`config.mk`:
```
export PLATFORM = sky130hd
export DESIGN_NAME = dir_future_ctrl
export DESIGN_NICKNAME = d
export VERILOG_FILES = /design/src/rtl/dir_pkg.sv /design/src/rtl/dir_action.sv /design/src/rtl/dir_table.sv /design/src/rtl/dir_future_ctrl.sv
export SDC_FILE = /design/constraint.sdc
export NUM_CORES = 1
export LEC_CHECK = 0
export ABC_AREA = 1
export BUFFER_PORTS_ARGS = -buffer_cell sky130_fd_sc_hd__buf_2
export CORE_AREA = 2 2 187 189
export CTS_CLUSTER_SIZE = 20
export DETAILED_ROUTE_END_ITERATION = 7
export DIE_AREA = 0 0 189 191
export PLACE_DENSITY = 0.71
export SLEW_MARGIN = 40
export SYNTH_ARGS = -nofsm -noshare
export SYNTH_HDL_FRONTEND = slang
export SYNTH_SLANG_ARGS = --single-unit
```
`constraint.sdc`:
```
create_clock -name clk -period 5.6 [get_ports clk]
set_input_delay 1.12 -clock clk [delete_from_list [all_inputs] [get_ports clk]]
set_output_delay 1.12 -clock clk [all_outputs]
set_load 0.03 [all_outputs]
```
`src/rtl/dir_pkg.sv`:
```
`timescale 1ns/1ps
package dir_pkg;

    typedef enum logic [1:0] {
        LS_IDLE   = 2'd0,
        LS_SHARED = 2'd1,
        LS_EXCL   = 2'd2
    } line_state_e;

    localparam logic [1:0] RQ_READ  = 2'd0;
    localparam logic [1:0] RQ_READX = 2'd1;
    localparam logic [1:0] RQ_EVICT = 2'd2;

    typedef enum logic [1:0] {
        RK_SHARED = 2'd0,
        RK_EXCL   = 2'd1,
        RK_TRANSP = 2'd2,
        RK_EVACK  = 2'd3
    } rsp_kind_e;

    function automatic int unsigned idx_bits(input int unsigned n);
        return (n > 1) ? $clog2(n) : 1;
    endfunction

endpackage

```
`src/rtl/dir_action.sv`:
```
`timescale 1ns/1ps
module dir_action
    import dir_pkg::*;
#(
    parameter int NODES = 4,
    localparam int NW = idx_bits(NODES),
    localparam int CW = $clog2(NODES + 1),
    localparam int EW = 2 + NODES + NW + NODES + CW + NW + 1
) (
    input  logic [EW-1:0] cur,
    input  logic [NW-1:0] node,
    input  logic [1:0]    kind,
    input  logic          helper,
    output logic [EW-1:0] nxt,
    output logic          rsp_v,
    output logic [NW-1:0] rsp_node,
    output rsp_kind_e     rsp_kind,
    output logic          rsp_hint,
    output logic [NODES-1:0] inv_mask,
    output logic          fetch_v,
    output logic [NW-1:0] fetch_node,
    output logic          sih_v,
    output logic [NW-1:0] sih_node
);
    typedef struct packed {
        line_state_e      state;
        logic [NODES-1:0] sharers;
        logic [NW-1:0]    owner;
        logic [NODES-1:0] future;
        logic [CW-1:0]    pend;
        logic [NW-1:0]    pend_node;
        logic             pend_hint;
    } entry_t;

    entry_t e, ne;
    logic [NODES-1:0] self_bit, own_bit, fut_left, others;

    assign e   = cur;
    assign nxt = ne;

    always_comb begin
        ne         = e;
        rsp_v      = 1'b0;
        rsp_node   = node;
        rsp_kind   = RK_SHARED;
        rsp_hint   = 1'b0;
        inv_mask   = '0;
        fetch_v    = 1'b0;
        fetch_node = e.owner;
        sih_v      = 1'b0;
        sih_node   = e.owner;
        self_bit   = NODES'(1) << node;
        own_bit    = NODES'(1) << e.owner;
        fut_left   = e.future & ~self_bit;
        others     = '0;
        case (kind)
            RQ_READ: begin
                if (helper && e.state == LS_EXCL && e.owner != node) begin
                    // non-binding: owner untouched, only a hint
                    rsp_v     = 1'b1;
                    rsp_kind  = RK_TRANSP;
                    ne.future = e.future | self_bit;
                    sih_v     = 1'b1;
                end else begin
                    rsp_v     = 1'b1;
                    ne.future = helper ? (e.future | self_bit) : fut_left;
                    case (e.state)
                        LS_IDLE: begin
                            ne.state   = LS_SHARED;
                            ne.sharers = self_bit;
                        end
                        LS_SHARED: ne.sharers = e.sharers | self_bit;
                        default: begin
                            if (e.owner == node) begin
                                rsp_kind = RK_EXCL;
                            end else begin
                                fetch_v    = 1'b1;
                                ne.state   = LS_SHARED;
                                ne.sharers = self_bit | own_bit;
                            end
                        end
                    endcase
                end
            end
            RQ_READX: begin
                if (!helper) begin
                    others     = ((e.state == LS_EXCL) ? own_bit : e.sharers) & ~self_bit;
                    ne.state   = LS_EXCL;
                    ne.owner   = node;
                    ne.sharers = self_bit;
                    ne.future  = fut_left;
                    if (others == '0) begin
                        rsp_v    = 1'b1;
                        rsp_kind = RK_EXCL;
                        rsp_hint = |fut_left;
                    end else begin
                        inv_mask     = others;
                        ne.pend      = CW'($countones(others));
                        ne.pend_node = node;
                        ne.pend_hint = |fut_left;
                    end
                end
            end
            RQ_EVICT: begin
                rsp_v      = 1'b1;
                rsp_kind   = RK_EVACK;
                ne.future  = fut_left;
                ne.sharers = e.sharers & ~self_bit;
                if ((e.state == LS_EXCL && e.owner == node) ||
                    (e.state == LS_SHARED && (e.sharers & ~self_bit) == '0)) begin
                    ne.state   = LS_IDLE;
                    ne.sharers = '0;
                end
            end
            default: ;
        endcase
    end
endmodule

```
`src/rtl/dir_table.sv`:
```
`timescale 1ns/1ps
module dir_table
    import dir_pkg::*;
#(
    parameter int LINES = 16,
    parameter int NODES = 4,
    localparam int LW = idx_bits(LINES),
    localparam int NW = idx_bits(NODES),
    localparam int CW = $clog2(NODES + 1),
    localparam int EW = 2 + NODES + NW + NODES + CW + NW + 1
) (
    input  logic          clk,
    input  logic          rst,
    input  logic [LW-1:0] rd_line,
    output logic [EW-1:0] rd_entry,
    input  logic          wr_en,
    input  logic [LW-1:0] wr_line,
    input  logic [EW-1:0] wr_entry,
    input  logic          ack_valid,
    input  logic [LW-1:0] ack_line,
    output logic          done_v,
    output logic [NW-1:0] done_node,
    output logic          done_hint
);
    typedef struct packed {
        line_state_e      state;
        logic [NODES-1:0] sharers;
        logic [NW-1:0]    owner;
        logic [NODES-1:0] future;
        logic [CW-1:0]    pend;
        logic [NW-1:0]    pend_node;
        logic             pend_hint;
    } entry_t;

    entry_t mem [LINES];
    entry_t rd_e, ack_e;

    for (genvar i = 0; i < LINES; i++) begin : g_line
        entry_t q;
        always_ff @(posedge clk) begin
            if (rst) begin
                q <= '0;
            end else if (wr_en && wr_line == LW'(i)) begin
                q <= wr_entry;
            end else if (ack_valid && ack_line == LW'(i) && q.pend != '0) begin
                q.pend <= q.pend - 1'b1;
            end
        end
        assign mem[i] = q;
    end

    assign rd_e      = mem[rd_line];
    assign rd_entry  = rd_e;
    assign ack_e     = mem[ack_line];
    assign done_v    = ack_valid && ack_e.pend == CW'(1);
    assign done_node = ack_e.pend_node;
    assign done_hint = ack_e.pend_hint;


    excl_single_chk: assert property (@(posedge clk) disable iff (rst)
        rd_e.state == LS_EXCL |-> $countones(rd_e.sharers) == 1);


    idle_empty_chk: assert property (@(posedge clk) disable iff (rst)
        rd_e.state == LS_IDLE |-> rd_e.sharers == '0);
endmodule

```
`src/rtl/dir_future_ctrl.sv`:
```
`timescale 1ns/1ps
module dir_future_ctrl
    import dir_pkg::*;
#(
    parameter int LINES = 16,
    parameter int NODES = 4,
    localparam int LW = idx_bits(LINES),
    localparam int NW = idx_bits(NODES)
) (
    input  logic             clk,
    input  logic             rst,
    input  logic             req_valid,
    output logic             req_ready,
    input  logic [LW-1:0]    req_line,
    input  logic [NW-1:0]    req_node,
    input  logic [1:0]       req_kind,
    input  logic             req_helper,
    input  logic             ack_valid,
    input  logic [LW-1:0]    ack_line,
    output logic             rsp_valid,
    output logic [NW-1:0]    rsp_node,
    output logic [1:0]       rsp_kind,
    output logic             rsp_hint,
    output logic             inv_valid,
    output logic [NODES-1:0] inv_mask,
    output logic             fetch_valid,
    output logic [NW-1:0]    fetch_node,
    output logic             sih_valid,
    output logic [NW-1:0]    sih_node
);
    localparam int CW = $clog2(NODES + 1);
    localparam int EW = 2 + NODES + NW + NODES + CW + NW + 1;

    typedef struct packed {
        line_state_e      state;
        logic [NODES-1:0] sharers;
        logic [NW-1:0]    owner;
        logic [NODES-1:0] future;
        logic [CW-1:0]    pend;
        logic [NW-1:0]    pend_node;
        logic             pend_hint;
    } entry_t;

    logic [EW-1:0] rd_bits, nxt_bits;
    entry_t        rd_e;
    logic          accept;
    logic          a_rsp_v, a_rsp_hint, a_fetch_v, a_sih_v;
    logic [NW-1:0] a_rsp_node, a_fetch_node, a_sih_node;
    rsp_kind_e     a_rsp_kind;
    logic [NODES-1:0] a_inv;
    logic          done_v, done_hint;
    logic [NW-1:0] done_node;

    assign rd_e      = rd_bits;
    assign req_ready = !ack_valid && rd_e.pend == '0;
    assign accept    = req_valid && req_ready;

    dir_table #(.LINES(LINES), .NODES(NODES)) u_table (
        .clk(clk), .rst(rst),
        .rd_line(req_line), .rd_entry(rd_bits),
        .wr_en(accept), .wr_line(req_line), .wr_entry(nxt_bits),
        .ack_valid(ack_valid), .ack_line(ack_line),
        .done_v(done_v), .done_node(done_node), .done_hint(done_hint)
    );

    dir_action #(.NODES(NODES)) u_action (
        .cur(rd_bits), .node(req_node), .kind(req_kind), .helper(req_helper),
        .nxt(nxt_bits),
        .rsp_v(a_rsp_v), .rsp_node(a_rsp_node), .rsp_kind(a_rsp_kind), .rsp_hint(a_rsp_hint),
        .inv_mask(a_inv),
        .fetch_v(a_fetch_v), .fetch_node(a_fetch_node),
        .sih_v(a_sih_v), .sih_node(a_sih_node)
    );

    always_ff @(posedge clk) begin
        if (rst) begin
            rsp_valid   <= 1'b0;
            rsp_node    <= '0;
            rsp_kind    <= '0;
            rsp_hint    <= 1'b0;
            inv_valid   <= 1'b0;
            inv_mask    <= '0;
            fetch_valid <= 1'b0;
            fetch_node  <= '0;
            sih_valid   <= 1'b0;
            sih_node    <= '0;
        end else begin
            rsp_valid   <= (accept && a_rsp_v) || done_v;
            rsp_node    <= done_v ? done_node : a_rsp_node;
            rsp_kind    <= done_v ? RK_EXCL : a_rsp_kind;
            rsp_hint    <= done_v ? done_hint : a_rsp_hint;
            inv_valid   <= accept && (a_inv != '0);
            inv_mask    <= a_inv;
            fetch_valid <= accept && a_fetch_v;
            fetch_node  <= a_fetch_node;
            sih_valid   <= accept && a_sih_v;
            sih_node    <= a_sih_node;
        end
    end


    transp_hint_chk: assert property (@(posedge clk) disable iff (rst)
        rsp_valid && rsp_kind == RK_TRANSP |-> sih_valid);


    inv_holds_reply_chk: assert property (@(posedge clk) disable iff (rst)
        inv_valid |-> !rsp_valid);


    fetch_pairs_chk: assert property (@(posedge clk) disable iff (rst)
        fetch_valid |-> rsp_valid && rsp_kind == RK_SHARED);
endmodule

```
==> results.txt <==
max-cap violation count = 0
Mapped Nets = 2,549
vias in the first global route = 15.88k
num ports = 35
period utilization = 0.8101
WHS Endpoint = u_table.g_line[15].q[9]
cell with the most instances after synthesis = nand2_1
sequential cell area fraction in the yosys report = 0.3586
num rows = 68
CTS H-tree lvls = 2
CTS Buf Count = 35
Finish-stage setup viols = 0
worst vdd ir = 0.2540 mV
crit path kind = primary input to output pin
Post-synth ARST share = 0
die area = 36,100 um2
Die Wd = 189 um
arrival time at the worst endpoint = 3.42 ns
Worst setup SP type = primary input
Post-Route Skew = 0.02647 ns
LEAKAGE = 8.258 nW
top post-synthesis cells by area = dfxtp_1 (36%), nand2_1 (10%), inv_1 (9.4%), a21oi_1 (6.7%), o21ai_0 (5.4%)
Yosys warning count = 0
synthesis-stage register bit count = 303
hold-critical path depth = 2
share of the synthesized area in the top cell type = 0.3586
Max Used Layer = met4
GP Congestion = 0.9764
GR Overflow Total = 0
Synth Cell Area = 16,920 um2
CTS-repair resized insts = 0
Worst slew margin = 0.3659
initial antenna violation count = 0
routed length on met3 = 6552 um
CP required = 4.48 ns
Worst Reg2Reg Path Length in Cells = 18
non-filler instance count after layout = 2,921
Synth Instances = 2,496
reg2reg setup slack = 2.20 ns
Initial Util = 0.4959
final layout net count = 2,497
proportion of layout cells with a drive suffix above 1 = 0.08921
Hold Violations, Final = 0
post-route ant nets = 0
crit path capture type = output pin
Total Wirelength = 59,160 um
clock transition time at the flip-flop clock pins of the worst setup and hold paths = 0.05 ns
Clk Latency, worst-skew pair = 0.54 ns
Hold-fix buffers, CTS = 0
root buffer cell = clkbuf_16
Metal-1 WL = 23,110 um
Slew @ Worst Pin = 0.9453 ns
DR WL met2 = 26,300 um
CTS tree = done
DP HPWL = 36,800 um
RR Startpoint = u_table.g_line[2].q[11]
max-slew violation count = 0
RSZ-0062 raised after global routing = false
number of synthesized flops with an enable pin = 0
CTS Buffer Depth = 3
Layout area overhead = 8.136%
leading register cell type out of synthesis = dfxtp_1
Routed WL per cell = 20.25 um
via density per instance = 5.924
hold wc startpoint = u_table.g_line[15].q[9]
DRC viols = 0
Cells after DPL = 2,862
PwrDens = 274.9 nW/um2
DR vias = 17.30k
status = complete, no violations
achievable frequency = 0.2204 GHz
die height = 191 um
peak fanout along the critical path = 18
setup bufs post-CTS = 0
GR Util All Layers = 0.3207
global-route wire length before repair = 90,430 um
Final min period = 4.536 ns
DRT iter0 DRCs = 2,199
clk sinks = 303
maximum number of pins on one net before global-route repair = 83
Tightest Hold Check Type = flip-flop to flip-flop
drt first pass iters = 7
syn_area_per_cell = 6.778 um2
Setup Total Neg Slack = 0 ns
Netlist cell types = 38
Synth area leader = dfxtp_1
synth cell count leaders = nand2_1 (459), inv_1 (422), dfxtp_1 (303)
diodes inserted = 0
reg2reg end = u_table.g_line[7].q[4]
# port buffers = 34
core area = 34,120 um2
==> cell type report <==
class,count,area [um2]
timing repair buffer,69,435.4
fill,3308,15820
multi-input combinational,1591,8339
clock buffer,45,973.4
clock inverter,14,234.0
tap,455,569.3
inverter,444,1677
sequential,303,6066
==> power breakdown <==
group	internal [W]	total [W]	switching, W
clock network	0.00150	0.00244	0.000937
logic	0.0000898	0.000391	0.000301
registers	0.00219	0.00220	0.0000108
==> worst max path at each step <==
stage / from / end / cells after the start
detailed placement: req_line[0] / u_table.g_line[14].q[4] / 18
floorplan: req_line[0] / u_table.g_line[10].q[4] / 23
global route: req_line[0] / u_table.g_line[11].q[4] / 18
CTS: req_line[1] / req_ready / 11
finish: req_line[1] / req_ready / 11
global placement: req_line[0] / u_table.g_line[15].q[4] / 20
==> sequential cells by signal (all words and copies together), names as in the netlist <==
signal / count
inv_mask: 4
fetch_valid: 1
rsp_kind: 2
u_table.g_line.q: 288
rsp_node: 2
sih_node: 2
sih_valid: 1
rsp_hint: 1
rsp_valid: 1
inv_valid: 1
==> layout by cell type (no fill, tap or decap), drive strengths merged <==
cell and count:
xor2 11, nand2 483, fa 1, o211ai 16
o21a 42, a31oi 6, a21oi 225, buf 69
clkinvlp 1, clkinv 11, ha 35, o22ai 119
nor4 4, a22oi 5, o221ai 3, nor3 14
o21ai 216, o2111ai 1, nand3 143, nor2 160
mux2 20, a211oi 1, dfxtp 303, nand4 86
inv 440, clkbuf 45, bufinv 6
==> worst max-delay path, stage by stage <==
cell,delay [ns]
buf_2,0.28
inv_2,0.23
nand2_2,0.44
buf_4,0.30
o22ai_1,0.09
o21ai_0,0.17
nand2_1,0.07
nor2_1,0.14
nand3_1,0.14
nor2_4,0.15
buf_2,0.26
==> metal layers <==
layer  track usage  vias up
met5             0        -
met4        0.1668        0
met3       0.05912      224
met2        0.5228     1032
met1        0.4047     7990
li1              -     8058
==> stage by stage <==
stage	setup slack, ns	utilization	instance area (um2)	total power [W]	hold slack (ns)
after CTS	1.148	0.5362	18290	0.005023	0.4529
after global routing	0.9022	0.5362	18290	0.005150	0.4761
after global placement	0.8390	0.5003	17070	0.002612	0.4393
final	1.064	0.5362	18290	0.005028	0.4532
after floorplan	1.694	-	16920	0.002501	0.4244
after detailed placement	0.7296	0.5008	17090	0.002619	0.4440
==> cell families (layout without fill, tap and decap cells) <==
logic type	Yosys count	in the layout	synth area share
simple gates	890	890	0.2384
mux	20	20	0.01331
xor+xnor	11	11	0.005695
buf+inv	602	572	0.1498
fa+ha+maj	36	36	0.02707
compound gates	634	634	0.2072
flops	303	303	0.3586
Note: power is estimated with default switching activity, not from simulation.
